$ cat config.mk
export PLATFORM = sky130hd
export DESIGN_NAME = sadc_slave
export DESIGN_NICKNAME = d
export VERILOG_FILES = /design/src/rtl/sadc_pkg.sv /design/src/rtl/sadc_sync.sv /design/src/rtl/sadc_edge.sv /design/src/rtl/sadc_rx.sv /design/src/rtl/sadc_tx.sv /design/src/rtl/sadc_slave.sv
export SDC_FILE = /design/constraint.sdc
export NUM_CORES = 1
export LEC_CHECK = 0
export ABC_AREA = 1
export BUFFER_PORTS_ARGS = -buffer_cell sky130_fd_sc_hd__buf_4
export CORE_MARGIN = 3
export CORE_UTILIZATION = 30
export DETAILED_ROUTE_END_ITERATION = 10
export SYNTH_ARGS = -nofsm -noshare
export SYNTH_HDL_FRONTEND = slang
export SYNTH_SLANG_ARGS = --single-unit
$ cat constraint.sdc
create_clock -name clk -period 1.9 [get_ports clk]
set_input_delay 0.19 -clock clk [delete_from_list [all_inputs] [get_ports clk]]
set_output_delay 0.19 -clock clk [all_outputs]
set_load 0.01 [all_outputs]
$ cat src/rtl/sadc_pkg.sv
package sadc_pkg;

  // Output sequencer states
  typedef enum logic [2:0] {
    TX_IDLE,   // nothing to send, waiting for a control byte
    TX_ARM,    // external timing: strobe rises on next falling edge
    TX_CONV,   // internal timing: conversion counter running
    TX_STRB,   // strobe high, MSB goes out on next falling edge
    TX_SHIFT,  // result bits being driven
    TX_TAIL    // result done, zeros until select rises
  } tx_state_e;

  // Clock-mode field value that selects the internal conversion clock
  localparam logic [1:0] MODE_INTERNAL = 2'b10;

  function automatic logic uses_int_clk(input logic [1:0] mode_f);
    return mode_f == MODE_INTERNAL;
  endfunction

endpackage

$ cat src/rtl/sadc_sync.sv
module sadc_sync #(
  parameter int          W       = 1,
  parameter int          STAGES  = 2,
  parameter logic [W-1:0] RST_VAL = '0
) (
  input  logic         clk,
  input  logic         rst_n,
  input  logic [W-1:0] d,
  output logic [W-1:0] q
);

  logic [STAGES-1:0][W-1:0] chain_q;
  logic [STAGES-1:0][W-1:0] chain_n;

  generate
    if (STAGES == 1) begin : g_single
      always_comb chain_n = d;
    end else begin : g_multi
      always_comb chain_n = {chain_q[STAGES-2:0], d};
    end
  endgenerate

  always_ff @(posedge clk or negedge rst_n) begin
    if (!rst_n) chain_q <= {STAGES{RST_VAL}};
    else        chain_q <= chain_n;
  end

  assign q = chain_q[STAGES-1];

endmodule

$ cat src/rtl/sadc_edge.sv
module sadc_edge (
  input  logic clk,
  input  logic rst_n,
  input  logic sclk_s,
  input  logic sel_n_s,
  output logic rise_p,
  output logic fall_p,
  output logic idle
);

  logic sclk_d;
  logic sclk_d_n;

  always_comb sclk_d_n = sclk_s;

  always_ff @(posedge clk or negedge rst_n) begin
    if (!rst_n) sclk_d <= 1'b0;
    else        sclk_d <= sclk_d_n;
  end

  assign idle   = sel_n_s;
  assign rise_p = sclk_s & ~sclk_d & ~sel_n_s;
  assign fall_p = ~sclk_s & sclk_d & ~sel_n_s;

endmodule

$ cat src/rtl/sadc_rx.sv
module sadc_rx #(
  parameter int CTRL_W = 8
) (
  input  logic              clk,
  input  logic              rst_n,
  input  logic              rise_p,
  input  logic              idle,
  input  logic              enable,
  input  logic              bit_s,
  output logic              byte_v,
  output logic [CTRL_W-1:0] byte_q
);

  localparam int CW = $clog2(CTRL_W);

  logic              hunt_q, hunt_n;
  logic [CW-1:0]     cnt_q, cnt_n;
  logic [CTRL_W-1:0] sr_q, sr_n;
  logic              v_q, v_n;

  always_comb begin
    hunt_n = hunt_q;
    cnt_n  = cnt_q;
    sr_n   = sr_q;
    v_n    = 1'b0;
    if (idle) begin
      hunt_n = 1'b1;
      cnt_n  = '0;
    end else if (rise_p && enable) begin
      if (hunt_q) begin
        if (bit_s) begin
          hunt_n = 1'b0;
          sr_n   = {{(CTRL_W-1){1'b0}}, 1'b1};
          cnt_n  = CW'(1);
        end
      end else begin
        sr_n = {sr_q[CTRL_W-2:0], bit_s};
        if (cnt_q == CW'(CTRL_W-1)) begin
          v_n    = 1'b1;
          hunt_n = 1'b1;
          cnt_n  = '0;
        end else begin
          cnt_n = cnt_q + 1'b1;
        end
      end
    end
  end

  always_ff @(posedge clk or negedge rst_n) begin
    if (!rst_n) begin
      hunt_q <= 1'b1;
      cnt_q  <= '0;
      sr_q   <= '0;
      v_q    <= 1'b0;
    end else begin
      hunt_q <= hunt_n;
      cnt_q  <= cnt_n;
      sr_q   <= sr_n;
      v_q    <= v_n;
    end
  end

  assign byte_v = v_q;
  assign byte_q = sr_q;

endmodule

$ cat src/rtl/sadc_tx.sv
module sadc_tx
  import sadc_pkg::*;
#(
  parameter int SAMPLE_W     = 10,
  parameter int SUB_W        = 2,
  parameter int CTRL_W       = 8,
  parameter int CHAN_LSB     = 4,
  parameter int CHAN_W       = 3,
  parameter int POL_BIT      = 3,
  parameter int MODE_LSB     = 0,
  parameter int INT_CONV_CYC = 1000
) (
  input  logic                clk,
  input  logic                rst_n,
  input  logic                fall_p,
  input  logic                idle,
  input  logic                byte_v,
  input  logic [CTRL_W-1:0]   byte_q,
  input  logic [SAMPLE_W-1:0] sample_i,
  input  logic [SUB_W-1:0]    sub_i,
  output logic                dout,
  output logic                strb,
  output logic [CHAN_W-1:0]   chan_o,
  output logic                accept
);

  localparam int WORD_W = SAMPLE_W + SUB_W;
  localparam int CNT_W  = $clog2(WORD_W + 1);
  localparam int CONV_W = $clog2(INT_CONV_CYC + 1);

  tx_state_e            st_q, st_n;
  logic [WORD_W-1:0]    word_q, word_n;
  logic [CNT_W-1:0]     cnt_q, cnt_n;
  logic [CONV_W-1:0]    conv_q, conv_n;
  logic                 dout_q, dout_n;
  logic                 strb_q, strb_n;
  logic [CHAN_W-1:0]    chan_q, chan_n;
  logic [SAMPLE_W-1:0]  coded;
  logic                 unused_ctrl_bits;

  assign unused_ctrl_bits = ^byte_q;

  // Output coding: bipolar flips the sign bit of the offset-binary sample
  always_comb begin
    coded = sample_i;
    if (!byte_q[POL_BIT]) coded[SAMPLE_W-1] = ~sample_i[SAMPLE_W-1];
  end

  always_comb begin
    st_n   = st_q;
    word_n = word_q;
    cnt_n  = cnt_q;
    conv_n = conv_q;
    dout_n = dout_q;
    strb_n = strb_q;
    chan_n = chan_q;
    if (idle) begin
      st_n   = TX_IDLE;
      dout_n = 1'b0;
      strb_n = 1'b0;
      cnt_n  = '0;
    end else begin
      unique case (st_q)
        TX_IDLE, TX_TAIL: begin
          dout_n = 1'b0;
          if (byte_v) begin
            word_n = {coded, sub_i};
            chan_n = byte_q[CHAN_LSB +: CHAN_W];
            cnt_n  = '0;
            if (uses_int_clk(byte_q[MODE_LSB +: 2])) begin
              st_n   = TX_CONV;
              conv_n = CONV_W'(INT_CONV_CYC - 1);
            end else begin
              st_n = TX_ARM;
            end
          end
        end
        TX_ARM: begin
          if (fall_p) begin
            strb_n = 1'b1;
            st_n   = TX_STRB;
          end
        end
        TX_CONV: begin
          if (conv_q == '0) begin
            strb_n = 1'b1;
            st_n   = TX_STRB;
          end else begin
            conv_n = conv_q - 1'b1;
          end
        end
        TX_STRB: begin
          if (fall_p) begin
            strb_n = 1'b0;
            dout_n = word_q[WORD_W-1];
            word_n = word_q << 1;
            cnt_n  = CNT_W'(1);
            st_n   = TX_SHIFT;
          end
        end
        TX_SHIFT: begin
          if (fall_p) begin
            if (cnt_q == CNT_W'(WORD_W)) begin
              dout_n = 1'b0;
              st_n   = TX_TAIL;
            end else begin
              dout_n = word_q[WORD_W-1];
              word_n = word_q << 1;
              cnt_n  = cnt_q + 1'b1;
            end
          end
        end
        default: st_n = TX_IDLE;
      endcase
    end
  end

  always_ff @(posedge clk or negedge rst_n) begin
    if (!rst_n) begin
      st_q   <= TX_IDLE;
      word_q <= '0;
      cnt_q  <= '0;
      conv_q <= '0;
      dout_q <= 1'b0;
      strb_q <= 1'b0;
      chan_q <= '0;
    end else begin
      st_q   <= st_n;
      word_q <= word_n;
      cnt_q  <= cnt_n;
      conv_q <= conv_n;
      dout_q <= dout_n;
      strb_q <= strb_n;
      chan_q <= chan_n;
    end
  end

  assign dout   = dout_q;
  assign strb   = strb_q;
  assign chan_o = chan_q;
  assign accept = (st_q == TX_IDLE) || (st_q == TX_TAIL);

endmodule

$ cat src/rtl/sadc_slave.sv
module sadc_slave #(
  parameter int SAMPLE_W     = 10,
  parameter int SUB_W        = 2,
  parameter int CTRL_W       = 8,
  parameter int CHAN_LSB     = 4,
  parameter int CHAN_W       = 3,
  parameter int POL_BIT      = 3,
  parameter int MODE_LSB     = 0,
  parameter int SYNC_STAGES  = 2,
  parameter int INT_CONV_CYC = 1000
) (
  input  logic                clk,
  input  logic                rst_n,
  input  logic                ser_sel_n,
  input  logic                ser_clk,
  input  logic                ser_di,
  input  logic [SAMPLE_W-1:0] sample_i,
  input  logic [SUB_W-1:0]    sub_lsb_i,
  output logic                ser_do,
  output logic                rdy_strb,
  output logic [CHAN_W-1:0]   chan_o
);

  localparam int PIN_W = 3;

  logic [PIN_W-1:0]  pins_s;
  logic              sel_n_s, sclk_s, di_s;
  logic              rise_p, fall_p, idle;
  logic              byte_v;
  logic [CTRL_W-1:0] byte_q;
  logic              accept;

  sadc_sync #(
    .W       (PIN_W),
    .STAGES  (SYNC_STAGES),
    .RST_VAL (3'b100)
  ) u_sync (
    .clk   (clk),
    .rst_n (rst_n),
    .d     ({ser_sel_n, ser_clk, ser_di}),
    .q     (pins_s)
  );

  assign {sel_n_s, sclk_s, di_s} = pins_s;

  sadc_edge u_edge (
    .clk     (clk),
    .rst_n   (rst_n),
    .sclk_s  (sclk_s),
    .sel_n_s (sel_n_s),
    .rise_p  (rise_p),
    .fall_p  (fall_p),
    .idle    (idle)
  );

  sadc_rx #(.CTRL_W(CTRL_W)) u_rx (
    .clk    (clk),
    .rst_n  (rst_n),
    .rise_p (rise_p),
    .idle   (idle),
    .enable (accept),
    .bit_s  (di_s),
    .byte_v (byte_v),
    .byte_q (byte_q)
  );

  sadc_tx #(
    .SAMPLE_W     (SAMPLE_W),
    .SUB_W        (SUB_W),
    .CTRL_W       (CTRL_W),
    .CHAN_LSB     (CHAN_LSB),
    .CHAN_W       (CHAN_W),
    .POL_BIT      (POL_BIT),
    .MODE_LSB     (MODE_LSB),
    .INT_CONV_CYC (INT_CONV_CYC)
  ) u_tx (
    .clk      (clk),
    .rst_n    (rst_n),
    .fall_p   (fall_p),
    .idle     (idle),
    .byte_v   (byte_v),
    .byte_q   (byte_q),
    .sample_i (sample_i),
    .sub_i    (sub_lsb_i),
    .dout     (ser_do),
    .strb     (rdy_strb),
    .chan_o   (chan_o),
    .accept   (accept)
  );

endmodule

==> results by group, run 1 <==
Outcome
  – Status: completed

Floorplanning
  – Chip width: 102 microns
  – Initial core utilization: 0.315
  – Number of cell rows: 34
  – Boundary pin count: 22
  – Die area: 10500 sq um
  – Die H: 102 microns
  – Core ar.: 8850 sq um

Worst setup path
  – Setup crit start kind: flop
  – Slowest stage delay, CP: roughly 0.67 ns
  – Crit-path slowest cell: dfstp_2
  – CP Capture Type: flop
  – WP data arrival: between 1.5 and 2 ns
  – Kind of critical path: reg2reg
  – Worst path cell trace: inv_1 -> nand3_1 -> nor2_1 -> nor2_1 -> nand3_1 -> nand2_1 -> nand2_1
  – Worst path required time: 2.09 ns
  – Worst-path fanout max: 10

STA
  – Setup TNS: 0 ns
  – Fin Clk Skew: 0.0131 ns
  – Fin crit period: 1.67 ns
  – Rel. slew slack: 0.544
  – Max Slew Vio Count: 0
  – Finish-stage setup viols: 0
  – F_max: 598 MHz
  – Worst slew pin tran: 0.684 ns
  – Final hold vios: 0
  – Crit share post-route: 0.881
  – RSZ-0062 raised after global routing: false

Power and ir drop
  – P_int: around 2.3 mW
  – P per Cell Area: around 1300 nW/um^2
  – Part of the power in the clock network: 0.154
  – Sequential power share: 0.415
  – Leak: 1.68 nW
  – Combinational Power Share: 0.431
  – Sw frac: 0.434
  – Peak supply drop: 343 uV
  – NetSw: 1.75 mW

Route
  – First-pass DRT Iterations: 4
  – Drt wl/cell: 11.3 microns
  – Final ANT Viol Nets: 0
  – WL final: 5910 microns
  – Vias/cell: 4.56
  – Via count: about 2400
  – Residual DRC: 0
  – 1st-iter DRT viols: 117

Finish
  – # diodes: 0
  – Fraction of layout instances using a drive strength above 1: 0.128
  – Post-route core utilization: 0.363
  – Fin nets: ~430
  – Syn-to-layout area delta: 15.3%

Min path
  – Worst hold path class: in2reg

CTS
  – Clk Latency, worst-skew pair: around 0.31 ns
  – Setup bufs post-CTS: 0
  – Htree depth: 2
  – Clock Tree Root: clkbuf_8
  – CTS tree: done
  – Clock Tree Buf Depth: 2
  – Clock tree sinks: 53
  – Register clock-pin slew on the reported worst setup and hold paths: 0.10 ns
  – Cts bufs inserted: 5

Yosys
  – Mean Syn Cell Area: around 7.3 sq um
  – Gate Count Post-Synth: 382
  – Synth Net Count: approximately 400
  – Yosys warns: 0
  – Synth unique cells: 24
  – Post-Syn Area: 2780 sq um
  – Post-synth top area share: 0.449
  – Synth Register Bits: 53
  – Area contributors post-synth: dfrtp_1 (45%), nand2_1 (20%), nand3_1 (8.4%)
  – Sequential area share after synthesis: 0.478
  – Top cell type by total area after synthesis: dfrtp_1

GRT
  – Vias in the first global route: between 2000 and 2500
  – First-pass GRT wire length: 10500 microns
  – Largest net degree at the start of global routing: 54
  – Antenna violations before repair: 0
  – Global Route Usage Sum: 0.124
  – Overflow after GRT: 0

Placed design
  – GP Congestion: 0.903
  – Post-DP HPWL: about 4200 microns
  – IO Port Bufs: 21

Run
  – Max-cap violations: 0
## per-stage QoR
| stage | hold slack [ns] | power, mW | instance area [sq um] | std cells | worst slack (ns) |
|---|---|---|---|---|---|
| after CTS | 0.195 | 4.09 | 3200 | 521 | 0.110 |
| final | 0.200 | 4.04 | 3210 | 521 | 0.227 |
| after floorplan | -0.106 | 2.97 | 2780 | 382 | 0.381 |
| after global routing | 0.208 | 4.48 | 3210 | 521 | 0.0218 |
| after global placement | 0.293 | 3.39 | 3080 | 509 | 0.183 |
| after detailed placement | 0.286 | 3.43 | 3080 | 509 | 0.151 |
## area by class of cell
class	count	area (sq um)
multi-input combinational	284	1280
sequential	53	1330
clock buffer	7	76.3
clock inverter	1	7.51
inverter	37	139
fill	943	5640
timing repair buffer	31	243
tap	108	135
## metal layers
layer / share of wire / GRT usage / wire, microns / up-vias
li1: - / - / - / 1257
met1: 0.48 / 0.157 / 2850 / 1084
met2: 0.48 / 0.216 / 2840 / 31
met3: 0.023 / 0.0232 / 136 / 5
met4: 0.012 / 0.0333 / 71 / 0
met5: 0 / 0 / 0 / -
## cell families (layout without fill, tap and decap cells)
family / after synthesis / in the layout / synth area share
and+or+nand+nor: 248 / 248 / 0.371
DFF: 53 / 53 / 0.478
buffers and inverters: 45 / 76 / 0.0652
AOI/OAI and AO/OA: 28 / 28 / 0.0544
adders and majority gates: 5 / 5 / 0.0225
xor gates and xnor gates: 3 / 3 / 0.00944
## registers in the layout, summed over array words and instances (netlist names)
name,cells
u_tx.conv_q,10
u_sync.chain_n,3
u_tx.word_q,12
u_rx.byte_q,7
u_edge.sclk_d,1
u_tx.strb,1
u_rx.byte_v,1
u_tx.cnt_q,4
u_tx.st_q,3
u_tx.chan_o,3
u_rx.cnt_q,3
u_tx.dout,1
u_sync.q,3
u_rx.hunt_q,1
## placed cells by master, fill, tap and decap left out
| master | n |
|---|---|
| clkbuf_1 | 2 |
| inv_2 | 4 |
| a21oi_2 | 1 |
| ha_1 | 5 |
| o21ai_0 | 19 |
| nor4_1 | 1 |
| o22ai_1 | 1 |
| dlygate4sd3_1 | 4 |
| clkbuf_8 | 5 |
| o21ai_2 | 1 |
| a22oi_1 | 1 |
| a21oi_1 | 5 |
| inv_1 | 33 |
| dfrtp_1 | 50 |
| nor2_2 | 4 |
| nor2_1 | 34 |
| nor2_4 | 1 |
| nand2_2 | 6 |
| nand3b_1 | 2 |
| nand2_1 | 149 |
| clkinvlp_4 | 1 |
| nor3_1 | 2 |
| buf_4 | 27 |
| nand4_1 | 2 |
| dfstp_2 | 3 |
| xor2_1 | 3 |
| nand3_1 | 47 |
## critical path, delay by kind of cell, from the launching register on
| family | cells | cell delay, ns |
|---|---|---|
| buffers and inverters | 1 | 0.18 |
| and+or+nand+nor | 6 | 0.72 |
| DFF | 1 | 0.67 |
## power groups by stage
stage	combinational (mW)	sequential [mW]	clock [mW]
CTS	1.75	1.67	0.664
global route	2.05	1.72	0.710
floorplan	1.34	1.63	0
global placement	1.71	1.68	0
finish	1.74	1.67	0.622
detailed placement	1.74	1.69	0
## cell usage after synthesis
| cell type | n |
|---|---|
| nand2_2 | 5 |
| a22oi_1 | 1 |
| buf_2 | 7 |
| inv_2 | 4 |
| nand4_1 | 2 |
| nand3_1 | 47 |
| nor2_2 | 2 |
| buf_4 | 1 |
| dfstp_2 | 3 |
| a21oi_1 | 5 |
| nor2_1 | 36 |
| a21oi_2 | 1 |
| o22ai_1 | 1 |
| nand3b_1 | 2 |
| xor2_1 | 3 |
| nor3_1 | 2 |
| inv_1 | 33 |
| o21ai_0 | 19 |
| dfrtp_1 | 50 |
| nand2_1 | 150 |
| nor2_4 | 1 |
| nor4_1 | 1 |
| o21ai_2 | 1 |
| ha_1 | 5 |
## final timing paths
path | from | endpoint | slack [ns] | depth (start not counted)
max | u_sync.q[2] | u_tx.st_q[1] | 0.23 | 7
min | sample_i[7] | u_tx.word_q[9] | 0.20 | 5
max reg2reg | u_sync.q[2] | u_tx.st_q[1] | 0.23 | 7
min reg2reg | u_sync.chain_n[4] | u_sync.q[1] | 0.36 | 0
max in group asynchronous | rst_n | u_tx.word_q[1] | 0.98 | 2
min in group asynchronous | rst_n | u_sync.chain_n[3] | 0.44 | 2
## repair_timing
item,in CTS,in global routing
gates resized for setup,0,3
endpoints found under the setup margin,0,20
hold buffers,4,0
endpoints found under the hold margin,53,0
(Power assumes the default switching activity.)
==> run 2, diff against run 1 <==
--- a/config.mk
+++ b/config.mk
@@ -12,4 +12,5 @@
 export DETAILED_ROUTE_END_ITERATION = 10
 export SYNTH_ARGS = -nofsm -noshare
 export SYNTH_HDL_FRONTEND = slang
+export SYNTH_HIERARCHICAL = 1
 export SYNTH_SLANG_ARGS = --single-unit
==> run 2 against run 1 <==
Net effect:
- largest cell class is now multi-input combinational cells
- synthesized cell count increased by 7.3%
- total power decreased by 0.20%
- highest routed layer unchanged
- critical endpoint is now u_tx/word_q[1]
- synthesized area increased by 9.6%
==> results by group, run 2 <==
Route
  – First-pass DRT Iterations: 4
  – Residual DRC: 0
  – Final ANT Viol Nets: 0
  – Vias/cell: 4.47
  – WL final: 6010 microns
  – Via count: 2552
  – 1st-iter DRT viols: 172
  – Drt wl/cell: 10.5 microns

Worst setup path
  – Worst-path fanout max: 13
  – Worst path required time: 2.15 ns
  – Setup crit start kind: flop
  – CP Capture Type: flop
  – WP data arrival: 1.94 ns
  – Kind of critical path: reg2reg
  – R2r startpoint: u_tx/st_q[0]
  – Critical path origin: u_tx/st_q[0]

STA
  – Finish-stage setup viols: 0
  – Final hold vios: 0
  – Worst Hold Slack: 0.193 ns
  – Crit share post-route: 0.888
  – Worst slew pin tran: slightly below 0.7 ns
  – F_max: just under 600 MHz
  – Setup TNS: 0 ns
  – Rel. slew slack: 0.548
  – RSZ-0062 raised after global routing: false
  – Fin crit period: 1.69 ns
  – Max Slew Vio Count: 0
  – Fin Clk Skew: ~0.012 ns

Power and ir drop
  – Total chip power: 4.03 mW
  – Leak: 1.82 nW
  – P per Cell Area: 1170 nW/um^2
  – Peak supply drop: 393 uV

Floorplanning
  – Number of cell rows: 36
  – Chip width: 107 microns
  – Die area: 11400 sq um
  – Boundary pin count: 22
  – Die H: approximately 110 microns
  – Core ar.: 9820 sq um
  – Initial core utilization: 0.311

Finish
  – Largest Register: u_tx/word_q
  – Fraction of layout instances using a drive strength above 1: 0.151
  – Commonest non-fill, non-tap cells in the layout: nand2_1 (177), dfrtp_1 (50), nand3_1 (38)
  – # diodes: 0
  – Commonest non-fill, non-tap cell in the layout: nand2_1
  – Fin nets: 460
  – Max reg flops: 12
  – Syn-to-layout area delta: 13.0%

GRT
  – Largest net degree at the start of global routing: 54
  – Global Route Usage Sum: 0.113
  – Overflow after GRT: 0
  – First-pass GRT wire length: 10800 microns
  – Antenna violations before repair: 0
  – Vias in the first global route: 2430

CTS
  – Register clock-pin slew on the reported worst setup and hold paths: 0.10 ns
  – Setup bufs post-CTS: 0
  – Clock tree sinks: 53
  – Clock Tree Buf Depth: 2
  – Htree depth: 2
  – Clock Tree Root: clkbuf_8
  – Cts bufs inserted: 5
  – Clk Latency, worst-skew pair: 0.31 ns
  – CTS tree: done

Yosys
  – Synth Net Count: 432
  – Yosys warns: 6
  – Post-Syn Area: between 3000 and 4000 sq um
  – Gate Count Post-Synth: 410
  – Mean Syn Cell Area: around 7.4 sq um

Min path
  – Worst hold path class: in2reg
  – Hold Crit Start: sample_i[3]

Run
  – Max-cap violations: 0

Placed design
  – Post-DP HPWL: 4360 microns
  – GP Congestion: 0.866
  – IO Port Bufs: 21

Outcome
  – Status: completed
==> run 2: path summary, 6_finish.rpt <==
kind | slack (ns) | end | depth (start not counted)
min in group asynchronous | 0.48 | u_tx/word_q[0] | 2
max in group asynchronous | 0.98 | u_tx/dout | 2
worst min-delay path | 0.19 | u_tx/word_q[5] | 5
worst max register to register | 0.21 | u_tx/word_q[1] | 9
worst max-delay path | 0.21 | u_tx/word_q[1] | 9
worst min register to register | 0.35 | u_sync/q[0] | 0
==> run 2: per-stage QoR <==
step	cell area, sq um	util	std cells	setup WS, ns
2_1_floorplan	3050	-	410	0.342
3_3_place_gp	3330	0.339	560	0.243
3_5_place_dp	3330	0.339	560	0.227
4_1_cts	3450	0.351	571	0.215
5_1_grt	3450	0.351	571	0.0226
6_report	3450	0.351	571	0.214
==> run 2: final cells by class <==
| cell class | count | area [sq um] |
|---|---|---|
| clock inverter | 1 | 8.76 |
| clock buffer | 6 | 72.6 |
| timing repair buffer | 32 | 250 |
| inverter | 39 | 150 |
| tap | 133 | 166 |
| sequential | 53 | 1330 |
| multi-input combinational | 307 | 1470 |
| fill | 1087 | 6370 |
==> run 2: per-layer routing <==
metal	GRT usage	vias to the layer above	part of all wire
met5	0	-	0
met4	0.0311	0	0.013
met3	0.0235	9	0.036
met2	0.184	39	0.45
met1	0.151	1166	0.50
li1	-	1338	-
==> run 2: repair_timing <==
item                                    4_1_cts  5_1_grt
hold endpoints to repair                     53        0
gates resized for setup                       0        0
endpoints found under the setup margin        0        0
hold buffers                                  4        0
==> run 2: critical path: stages, from the launching register on <==
cell and delay [ns]:
dfrtp_1 0.52, nor2_4 0.21, nand2_1 0.10, nand2_4 0.11
nand2_2 0.08, nand2_1 0.08, clkinv_2 0.18, nand2_4 0.22
nand2_1 0.08, nand2_1 0.06
==> run 2: report_power, final <==
| part | switching (mW) | total (mW) | internal, mW |
|---|---|---|---|
| registers | 0.286 | 1.72 | 1.44 |
| logic | 1.09 | 1.69 | 0.600 |
| clock network | 0.360 | 0.616 | 0.256 |
==> run 3, diff against run 2 <==
--- a/config.mk
+++ b/config.mk
@@ -7,9 +7,12 @@
 export LEC_CHECK = 0
 export ABC_AREA = 1
 export BUFFER_PORTS_ARGS = -buffer_cell sky130_fd_sc_hd__buf_4
+export CELL_PAD_IN_SITES_DETAIL_PLACEMENT = 1
+export CELL_PAD_IN_SITES_GLOBAL_PLACEMENT = 1
 export CORE_MARGIN = 3
 export CORE_UTILIZATION = 30
 export DETAILED_ROUTE_END_ITERATION = 10
+export PLACE_DENSITY_LB_ADDON = 0.1
 export SYNTH_ARGS = -nofsm -noshare
 export SYNTH_HDL_FRONTEND = slang
 export SYNTH_HIERARCHICAL = 1
==> run 3 against run 2 <==
Net effect:
- count of clock-buffer cells in the layout unchanged
- via count increased by 3.6%
- sequential power about the same
- first-iteration DRC count decreased by 52%
- routed wire length increased by 23%
- global-route usage increased by 3.5 points
==> results by group, run 3 (synthesis gave the netlist of run 2 again) <==
CTS
  – Setup bufs post-CTS: 0
  – Clk Latency, worst-skew pair: between 0.3 and 0.4 ns
  – Register clock-pin slew on the reported worst setup and hold paths: 0.10 ns
  – Clock tree sinks: 53
  – Clock Tree Root: clkbuf_8
  – Clock Tree Buf Depth: 2
  – Cts bufs inserted: 5
  – Htree depth: 2
  – CTS tree: done

Finish
  – Commonest non-fill, non-tap cells in the layout: nand2_1 (176), dfrtp_1 (50), nand3_1 (38)
  – Max reg flops: 12
  – Largest Register: u_tx/word_q
  – FILL cells: 1281
  – Area of the multi-input gates: about 1500 sq um
  – Commonest non-fill, non-tap cell in the layout: nand2_1
  – Post-route core utilization: 0.357
  – Syn-to-layout area delta: 14.8%
  – Fin area: around 3500 sq um
  – # diodes: 0
  – Fin nets: 461
  – Post-Layout Cell Count: 573
  – Fraction of layout instances using a drive strength above 1: 0.164
  – Sequential Area: 1330 sq um

Power and ir drop
  – Total chip power: between 4 and 5 mW
  – P per Cell Area: about 1200 nW/um^2
  – Peak supply drop: 339 uV
  – Leak: roughly 1.8 nW

STA
  – Crit path setup slack, layout: between 0.15 and 0.2 ns
  – Fin Clk Skew: roughly 0.0073 ns
  – Finish-stage setup viols: 0
  – Worst slew pin tran: between 0.6 and 0.7 ns
  – Worst Hold Slack: 0.193 ns
  – Setup TNS: 0 ns
  – RSZ-0062 raised after global routing: false
  – Final hold vios: 0
  – F_max: approximately 580 MHz
  – Crit share post-route: 0.910
  – Rel. slew slack: 0.541
  – Max Slew Vio Count: 0
  – Fin crit period: 1.73 ns

Outcome
  – Status: completed

GRT
  – Met2 Track Usage GR: 0.249
  – First-pass GRT wire length: 13700 microns
  – Gr busiest metal: met2
  – Vias in the first global route: 2830
  – Largest net degree at the start of global routing: 54
  – GR Layer Usage met1: 0.190
  – M3 GR Usage: 0.0271
  – Global Route Usage Sum: 0.147
  – Antenna violations before repair: 0
  – Overflow after GRT: 0

Worst setup path
  – R2r startpoint: u_tx/conv_q[0]
  – Kind of critical path: reg2reg
  – Worst path required time: ~2.1 ns
  – Critical Path End: u_tx/st_q[2]
  – WP data arrival: 1.94 ns
  – Worst r2r path cells: 9
  – CP Capture Type: flop
  – Worst-path fanout max: 7
  – Critical path origin: u_tx/conv_q[0]
  – Reg-to-reg endpoint: u_tx/st_q[2]
  – Worst R2R Setup Slack: 0.17 ns
  – Setup crit start kind: flop

Route
  – Vias/cell: around 4.6
  – Via count: 2645
  – Drt wl/cell: 12.9 microns
  – Final ANT Viol Nets: 0
  – 1st-iter DRT viols: approximately 80
  – Residual DRC: 0
  – WL final: about 7400 microns
  – First-pass DRT Iterations: 4

Floorplanning
  – Core ar.: 9820 sq um
  – Die H: 107 microns
  – Boundary pin count: 22
  – Chip width: 107 microns
  – Die area: 11400 sq um
  – Number of cell rows: 36
  – Initial core utilization: 0.311

Placed design
  – IO Port Bufs: 21
  – GP Congestion: roughly 0.83
  – Post-DP HPWL: 5330 microns
  – Dpl cell area: 3330 sq um
  – Place WS: about 0.042 ns
  – Placed Cells incl. Taps: approximately 560

Min path
  – Worst hold path class: in2reg

Run
  – Max-cap violations: 0
==> run 3: cell count changes in the layout (fill, tap and decap cells not counted) <==
cell        delta
clkbuf_1       -1
buf_4          +1
nor2_2         +1
ha_2           +1
nand2_2        +1
bufinv_16      +1
ha_1           -1
clkinv_4       -1
nor2_1         -1
nand2_1        -1
clkinvlp_4     +1
clkbuf_8       +1
==> run 3: per-layer routing <==
metal | vias up | share of wire
li1 | 1334 | -
met1 | 1280 | 0.48
met2 | 25 | 0.47
met3 | 6 | 0.030
met4 | 0 | 0.015
met5 | - | 0
==> run 3: layout make-up <==
class	count	area share
Inverter	39	0.0429
Clock buffer	6	0.0236
Multi-Input combinational cell	307	0.422
Tap cell	133	0.0475
Sequential cell	53	0.380
Timing Repair Buffer	33	0.0736
Clock inverter	2	0.0107
==> run 3: how the worst min path moves through the flow <==
stage / from / endpoint / slack (ns) / cells after the start
after floorplan: rst_n / u_edge/sclk_d / -0.11 / 0
after global placement: rst_n / u_tx/cnt_q[1] / 0.29 / 1
after detailed placement: rst_n / u_tx/cnt_q[1] / 0.30 / 1
after CTS: sample_i[7] / u_tx/word_q[9] / 0.18 / 5
after global routing: sample_i[6] / u_tx/word_q[8] / 0.21 / 5
final: sample_i[7] / u_tx/word_q[9] / 0.19 / 5
==> run 3: where the power goes <==
group | internal [mW] | switching, mW | total, mW | leakage (nW)
Sequential | 1.44 | 0.291 | 1.73 | 0.675
Combinational | 0.605 | 1.16 | 1.77 | 1.11
Clock | 0.429 | 0.402 | 0.832 | 0.0574
==> run 3: timing repair <==
action	CTS	global route
hold buffers	4	0
endpoints found under the hold margin	53	0
gates resized for setup	0	3
setup endpoints to repair	0	14
==> run 3: worst max-delay path, cell delays in order, from the launching register on <==
cell	delay [ns]
dfrtp_1	0.42
inv_1	0.16
ha_2	0.25
nand2_1	0.13
nor2_2	0.17
nand2_1	0.08
nand2_2	0.15
nand2_1	0.13
nand2_1	0.08
nand2_1	0.05
